<file path="src/rtl/fiq_pkg.sv">
package fiq_pkg;
    localparam int IW   = 32;          // instruction word width
    localparam int AW   = 16;          // word address width
    localparam int OFFW = 12;          // branch offset field width
    localparam int OPW  = 6;           // opcode field width
    localparam logic [OPW-1:0] BR_OP = '1;

    typedef struct packed {
        logic [IW-1:0] instr;
        logic [AW-1:0] pc;
    } fiq_entry_t;

    function automatic logic is_branch(input logic [IW-1:0] w);
        return w[IW-1 -: OPW] == BR_OP;
    endfunction

    function automatic logic [AW-1:0] br_target(input fiq_entry_t e);
        logic [AW-1:0] off;
        off = {{(AW-OFFW){e.instr[OFFW-1]}}, e.instr[OFFW-1:0]};
        return e.pc + off;
    endfunction
endpackage

</file>
<file path="src/rtl/fiq_buf.sv">
module fiq_buf
    import fiq_pkg::*;
#(
    parameter int DEPTH = 8,
    localparam int PW = $clog2(DEPTH),
    localparam int CW = $clog2(DEPTH + 1)
) (
    input  logic            clk,
    input  logic            rst,
    input  logic [1:0]      pop_n,
    input  logic            flush,
    input  logic [1:0]      push_n,
    input  fiq_entry_t      push_w0,
    input  fiq_entry_t      push_w1,
    output fiq_entry_t      head0,
    output fiq_entry_t      head1,
    output logic [CW-1:0]   count
);
    fiq_entry_t      slots [DEPTH];
    logic [PW-1:0]   hd_q, hd_nx, wr0, wr1;
    logic [CW-1:0]   cnt_q, base;
    logic            we0, we1;

    always_comb begin
        hd_nx = hd_q + PW'(pop_n);
        base  = flush ? '0 : cnt_q - CW'(pop_n);
        wr0   = hd_nx + base[PW-1:0];
        wr1   = wr0 + PW'(1);
        we0   = push_n != 2'd0;
        we1   = push_n == 2'd2;
    end

    always_ff @(posedge clk) begin
        if (rst) begin
            hd_q  <= '0;
            cnt_q <= '0;
        end else begin
            hd_q  <= hd_nx;
            cnt_q <= base + CW'(push_n);
        end
    end

    for (genvar gi = 0; gi < DEPTH; gi++) begin : g_slot
        always_ff @(posedge clk) begin
            if (we0 && wr0 == PW'(gi))
                slots[gi] <= push_w0;
            else if (we1 && wr1 == PW'(gi))
                slots[gi] <= push_w1;
        end
    end

    assign head0 = slots[hd_q];
    assign head1 = slots[hd_q + PW'(1)];
    assign count = cnt_q;
endmodule

</file>
<file path="src/rtl/fiq_sel.sv">
module fiq_sel
    import fiq_pkg::*;
#(
    parameter int DEPTH = 8,
    localparam int CW = $clog2(DEPTH + 1)
) (
    input  fiq_entry_t      head0,
    input  fiq_entry_t      head1,
    input  logic [CW-1:0]   count,
    output logic            disp_valid,
    output fiq_entry_t      disp_entry,
    output logic            disp_branch,
    output logic [1:0]      pop_n,
    output logic            redir,
    output logic [AW-1:0]   target
);
    always_comb begin
        disp_valid  = 1'b0;
        disp_entry  = head0;
        disp_branch = 1'b0;
        pop_n       = 2'd0;
        redir       = 1'b0;
        target      = br_target(head0);
        if (count != '0) begin
            disp_valid = 1'b1;
            pop_n      = 2'd1;
            if (is_branch(head0.instr)) begin
                // branch is oldest: it takes the dispatch slot itself
                disp_branch = 1'b1;
                redir       = 1'b1;
            end else if (count >= CW'(2) && is_branch(head1.instr)) begin
                // fold: branch absorbed behind the dispatching instruction
                pop_n  = 2'd2;
                redir  = 1'b1;
                target = br_target(head1);
            end
        end
    end
endmodule

</file>
<file path="src/rtl/fold_iqueue.sv">
module fold_iqueue
    import fiq_pkg::*;
#(
    parameter int DEPTH = 8,
    parameter logic [15:0] RESET_PC = 16'h0000
) (
    input  logic            clk,
    input  logic            rst,
    output logic [15:0]     fetch_pc,
    output logic            fetch_rdy,
    input  logic [1:0]      fetch_cnt,
    input  logic [31:0]     fetch_word0,
    input  logic [31:0]     fetch_word1,
    output logic            disp_valid,
    output logic [31:0]     disp_instr,
    output logic [15:0]     disp_pc,
    output logic            disp_branch
);
    localparam int CW = $clog2(DEPTH + 1);

    fiq_entry_t      head0, head1, disp_entry, w0, w1;
    logic [CW-1:0]   count;
    logic [1:0]      pop_n, push_n;
    logic            redir;
    logic [AW-1:0]   target, pc_q;

    fiq_buf #(.DEPTH(DEPTH)) u_buf (
        .clk(clk), .rst(rst), .pop_n(pop_n), .flush(redir),
        .push_n(push_n), .push_w0(w0), .push_w1(w1),
        .head0(head0), .head1(head1), .count(count)
    );

    fiq_sel #(.DEPTH(DEPTH)) u_sel (
        .head0(head0), .head1(head1), .count(count),
        .disp_valid(disp_valid), .disp_entry(disp_entry),
        .disp_branch(disp_branch), .pop_n(pop_n),
        .redir(redir), .target(target)
    );

    always_comb begin
        fetch_pc  = redir ? target : pc_q;
        fetch_rdy = redir || (count <= CW'(DEPTH - 2));
        if (!fetch_rdy)
            push_n = 2'd0;
        else if (fetch_cnt == 2'd3)
            push_n = 2'd2;
        else
            push_n = fetch_cnt;
        w0 = '{instr: fetch_word0, pc: fetch_pc};
        w1 = '{instr: fetch_word1, pc: fetch_pc + AW'(1)};
    end

    always_ff @(posedge clk) begin
        if (rst)
            pc_q <= RESET_PC;
        else
            pc_q <= fetch_pc + AW'(push_n);
    end

    assign disp_instr = disp_entry.instr;
    assign disp_pc    = disp_entry.pc;
endmodule

</file>
<file path="config.mk">
export PLATFORM = sky130hd
export DESIGN_NAME = fold_iqueue
export DESIGN_NICKNAME = d
export VERILOG_FILES = /design/src/rtl/fiq_pkg.sv /design/src/rtl/fiq_buf.sv /design/src/rtl/fiq_sel.sv /design/src/rtl/fold_iqueue.sv
export SDC_FILE = /design/constraint.sdc
export NUM_CORES = 1
export LEC_CHECK = 0
export BUFFER_PORTS_ARGS = -buffer_cell sky130_fd_sc_hd__clkbuf_2
export CELL_PAD_IN_SITES_DETAIL_PLACEMENT = 1
export CELL_PAD_IN_SITES_GLOBAL_PLACEMENT = 2
export CORE_ASPECT_RATIO = 1.25
export CORE_MARGIN = 4
export CORE_UTILIZATION = 41
export CTS_CLUSTER_DIAMETER = 60
export DETAILED_ROUTE_END_ITERATION = 16
export PLACE_DENSITY_LB_ADDON = 0.1
export SYNTH_ARGS = -nofsm -noshare
export SYNTH_HDL_FRONTEND = slang
export SYNTH_SLANG_ARGS = --single-unit
</file>
<file path="constraint.sdc">
create_clock -name clk -period 10.95 [get_ports clk]
set_input_delay 1.6425 -clock clk [delete_from_list [all_inputs] [get_ports clk]]
set_output_delay 1.6425 -clock clk [all_outputs]
set_load 0.02 [all_outputs]
</file>
Word-level counts from Yosys, hierarchy flattened:

Memory sizes are Yosys's and may differ from the RTL's. A register that Yosys moved wholly into a read port is not among the register bits.
Index checks and enable logic that the tools add are counted.

* RAM bits: 384
* memories kept: 1
* output and inout bits: 67
* bits of input ports: 68
* register bits: 23
* word-level logic and storage cells: 153

* equal/unequal tests: 18
* magnitude comparators: 2
* reductions and logical operators: 28
* multiplexer cells: 83
* add/subtract/negate cells: 10
* bitwise gates (word level): 8

Memories
* u_buf.slots: words 8, bits a word 48, read ports 2, clocked after memory_dff 1, write ports 2, RTL line fiq_buf.sv:19 `fiq_entry_t slots [DEPTH];`

Operators with widths (number)
* 48-bit 2-to-1 mux: 14
* 48-bit OR reduction: 6
* 16-bit 2-to-1 mux: 4
* 1-bit 2-to-1 mux: 52
* 16-bit adder: 2
* 3-bit equality test (second input constant): 8
* 3-bit 2-to-1 mux: 7
* 1-bit logical AND: 17
* 16-bit by 1-bit adder with 16-bit output (second input constant): 1
* 16-bit by 2-bit adder with 16-bit output: 1
* 3-bit by 2-bit equality test with 1-bit output (second input constant): 4
* 6-bit equality test (second input constant): 2
* 2-bit 2-to-1 mux: 5
* 1-bit bitwise OR: 8
* 3-bit by 1-bit adder with 3-bit output (second input constant): 2
* 3-bit by 1-bit equality test with 1-bit output (second input constant): 2
* 3-bit logical NOT: 2
* 4-bit by 2-bit adder with 4-bit output: 1
* 2-bit equality test (second input constant): 2
* 4-bit by 2-bit greater-or-equal comparator with 1-bit output (second input constant): 1
* 4-bit by 3-bit <= comparator with 1-bit output (second input constant): 1
* 4-bit 2-to-1 mux: 1
* 4-bit nonzero test: 1
* 4-bit by 2-bit subtractor with 4-bit output: 1
* other kinds (4): 4

Longest topological paths before layout:

An unclocked memory read counts as a cell.

* depth in word-level cells: 21
* gate-level depth with buffers: 25
* depth with buffers taken out: 20

Modules after synthesis:

From an unflattened synthesis, not the netlist that was laid out.

* cell total of the unflattened synthesis: 1673
* area total of the unflattened synthesis: 25924.9 sq um

By module, submodules not included
* fiq_buf: seq. area each 11671.2 sq um, cells an instance 1235, times used 1, area an instance 22485.3 sq um
* fiq_sel: seq. area each 0.0 sq um, cells an instance 272, times used 1, area an instance 1995.7 sq um
* fold_iqueue: seq. area each 320.3 sq um, cells an instance 166, times used 1, area an instance 1443.9 sq um

Least setup slack after synthesis:

No wires, ideal clock.

* path kind: reg2reg
* start point: reg u_buf.hd_q[0]
* end point: mem u_buf.slots[4][0] (netlist name) (enable)
* path buffers: 2
* period minus slack after synthesis: 8054 ps
* arrival time: 7534 ps
* library setup time: 520 ps
* data required time: 10430 ps
* stages on the path, launching flop included: 18
* slack: 2896 ps
* cells stage by stage: dfxtp_1 -> ha_1 -> clkbuf_1 -> o311ai_1 -> a41oi_1 -> nor3_2 -> buf_2 -> nand3_2 -> inv_2 -> nor2_1 -> ha_1 -> fa_1 -> nand2b_1 -> fa_1 -> xnor2_1 -> xnor2_1 -> o211ai_1 -> o21ai_0

RTL lines
* from (decl): RTL line fiq_buf.sv:20 `logic [PW-1:0] hd_q, hd_nx, wr0, wr1;`
* from (signal assigned): RTL line fiq_buf.sv:38 `hd_q <= hd_nx;`
* to (decl): RTL line fiq_buf.sv:19

Worst setup path after layout:

* start point: reg u_buf.hd_q[0]
* end point: out fetch_pc[14]

* word-level cells in the longest chain between the ends: 8
* elaborated cells between the ends (all ways): 12
* those cells by class: 2 x add/sub; 1 x eq/ne; 7 x mux; 1 x reduce/logical; 1 x memory

Ends and longest elaborated chain
* 3-bit by 1-bit adder with 3-bit output (*): RTL line fiq_buf.sv:53 `assign head1 = slots[hd_q + PW'(1)];`
* memory read 8 x 48 bit (*)
* branches (longest 5 deep; another with 16-bit adder)
* 16-bit 2-to-1 mux (*): RTL line fold_iqueue.sv:41 `fetch_pc = redir ? target : pc_q;`
* to (decl): RTL line fold_iqueue.sv:9 `output logic [15:0] fetch_pc,`

Mark *: on every way between the ends.

==> metrics <==
Post-DP Area=26,200 µm²; Core ar.=60,700 µm²; CTS resizes=0; latest clock arrival within the worst-skew pair=0.59 ns; clock period minus worst slack=8.43 ns; final hold vios=0; worst-margin pin slew=1.29 ns; syn nets=2,491; setup ws final=2.52 ns; Die H=284 µm; antenna-violating nets left=0; TritonCTS clock tree=yes; post-route cell area=27,600 µm²; pre-CTS setup slack=3.05 ns; most common cell after layout, fill and taps aside=nand2_1; status=finished, final reports clean; CTS Hold Bufs=0; Nets=2,510; placer congestion estimate=0.861; residual DRC count=0; synthesized flop and latch total=407; fmax=0.119 GHz; Post-synth EDFFs=384; share of cells above drive strength 1=20.8%; Pins Over Slew Limit=0; unrepaired setup endpoints after global routing=false; Syn Std Cell Area=25,100 µm²; Arrival @ worst endpoint=6.79 ns; Clock Sinks=407; setup TNS=0 ns; metal2 WL=45,300 µm; crit start category=flip-flop; number of global-route vias before repair=20,000; initial core utilization=41.3%; CTS buffer count=46; Tcrit/Tclk final=77.0%; Post-CTS Setup Bufs=0; total track usage=27.0%; most frequent cells in the layout=nand2_1, edfxtp_1, mux4_2; worst rel slew slack=13.7%; metal3 WL=4400 µm; I/O Pins=135; DRT iter0 DRCs=1,348; top_reg_cell synth=edfxtp_1; Mean Syn Cell Area=10.6 µm²; Crit path required time=9.31 ns; CP Capture Type=output port; Cell Rows=101; Via density=5.82; setup violators final=0; antenna violations before repair=2; asr flop ratio synth=0%; # H-tree levels=2; clock-pin slew on the worst setup and hold paths=0.06 ns; WS Path Type=reg2out; largest net degree at the start of global routing=58; Max Buffers Root-to-Sink=3; number of port buffers=134; Overflow after GRT=0; DRT Pass-1 Iters=7; DIE WIDTH=229 µm; wl on met1=36,600 µm; layout overhead on the synthesized area=9.90%; crit path max fanout=54; via count=18,600; global-route wire length before repair=131,000 µm; Mapped Cells=2,374; total routed wirelength=88,700 µm; WL/cell=27.7 µm; clock skew=0.0212 ns; Seq/Total Area, Yosys=47.8%; min-delay worst type=reg2reg; Die ar.=65,200 µm²; final core utilization=45.4%; Cell variety after synth=79; top routing layer used=met5; Max Cap Violations=0; YS warnings=0; root buf cell=clkbuf_16; Final HPWL DP=56,300 µm
## through the flow
step / hold WS [ns] / instances
2_1_floorplan: 0.640 / 2374
3_3_place_gp: 0.704 / 3117
3_5_place_dp: 0.728 / 3117
4_1_cts: 0.731 / 3200
5_1_grt: 0.795 / 3201
6_report: 0.725 / 3201
## critical path, stage by stage, from the launching register on
cell      delay (ns)
dfxtp_4         0.47
buf_4           0.81
buf_4           0.86
mux4_2          0.60
mux2_2          0.29
ha_1            0.26
fa_1            0.45
a211oi_1        0.34
o21ai_0         0.24
a221o_1         0.47
o311a_1         0.37
o21ai_0         0.17
o22a_1          0.55
clkbuf_2        0.28
## synth_stat cells (5+ instances only)
library cell	n	area share [%]
xor2_1	71	2.5
xnor2_1	87	3.0
a21oi_1	35	0.70
nor3_2	5	0.20
and2_1	5	0.12
nand4_1	17	0.42
nor3_1	36	0.72
inv_2	6	0.090
o211ai_1	6	0.18
nor2_1	77	1.2
mux4_2	152	14
nor4_2	5	0.25
edfxtp_1	384	46
a21o_1	10	0.30
nand2_1	941	14
ha_1	42	2.1
inv_1	22	0.33
a211oi_1	9	0.27
buf_4	43	1.3
clkbuf_2	19	0.38
or3_1	8	0.20
buf_6	5	0.22
o21ai_0	35	0.70
mux2i_1	5	0.20
o221ai_1	5	0.17
o21a_1	6	0.18
nor2b_1	10	0.25
buf_1	19	0.28
clkbuf_1	96	1.4
mux2_2	43	1.9
nand2b_1	7	0.17
nor4_1	13	0.32
fa_1	7	0.56
nand3_1	14	0.28
buf_2	30	0.60
dfxtp_1	23	1.8
## cells by family after synthesis
| family | Yosys count | synth area share (%) |
|---|---|---|
| muxes | 200 | 15.8 |
| and+or+nand+nor | 1168 | 19.3 |
| buffers and inverters | 240 | 4.63 |
| adders and majority gates | 49 | 2.65 |
| xor gates and xnor gates | 159 | 5.63 |
| AOI/OAI and AO/OA | 151 | 4.17 |
| DFF | 407 | 47.8 |
## registers in the layout (all words and copies together) (netlist names)
signal,cells
pc_q,16
u_buf.hd_q,3
u_buf.count,4
u_buf.slots,384
## routing by layer
layer  global-route usage, %  up-vias
met1                    34.4     9682
met5                       0        -
met4                    7.38        2
met3                    3.95      118
li1                        -     8332
met2                    48.1      487
## layout make-up
cell class	count	area [µm²]
Sequential cell	407	12000
Multi-Input combinational cell	1727	12100
Tap cell	772	966
Clock inverter	25	120
Timing Repair Buffer	183	1040
Clock buffer	58	1220
Fill cell	6668	33100
Inverter	28	105
Antenna cell	1	2.50
## final timing paths
| path | start | to | cells after the start | slack [ns] |
|---|---|---|---|---|
| max | u_buf.hd_q[0]$_SDFF_PP0_ | fetch_pc[14] | 13 | 2.52 |
| min | u_buf.count[3]$_SDFF_PP0_ | u_buf.count[3]$_SDFF_PP0_ | 3 | 0.72 |
| max reg2reg | u_buf.hd_q[1]$_SDFF_PP0_ | u_buf.slots[4][9]$_DFFE_PP_ | 18 | 3.07 |
| min reg2reg | u_buf.count[3]$_SDFF_PP0_ | u_buf.count[3]$_SDFF_PP0_ | 3 | 0.72 |
Power is not shown: default switching activity piles up to over one toggle a cycle in this logic, so the estimate is an artifact.
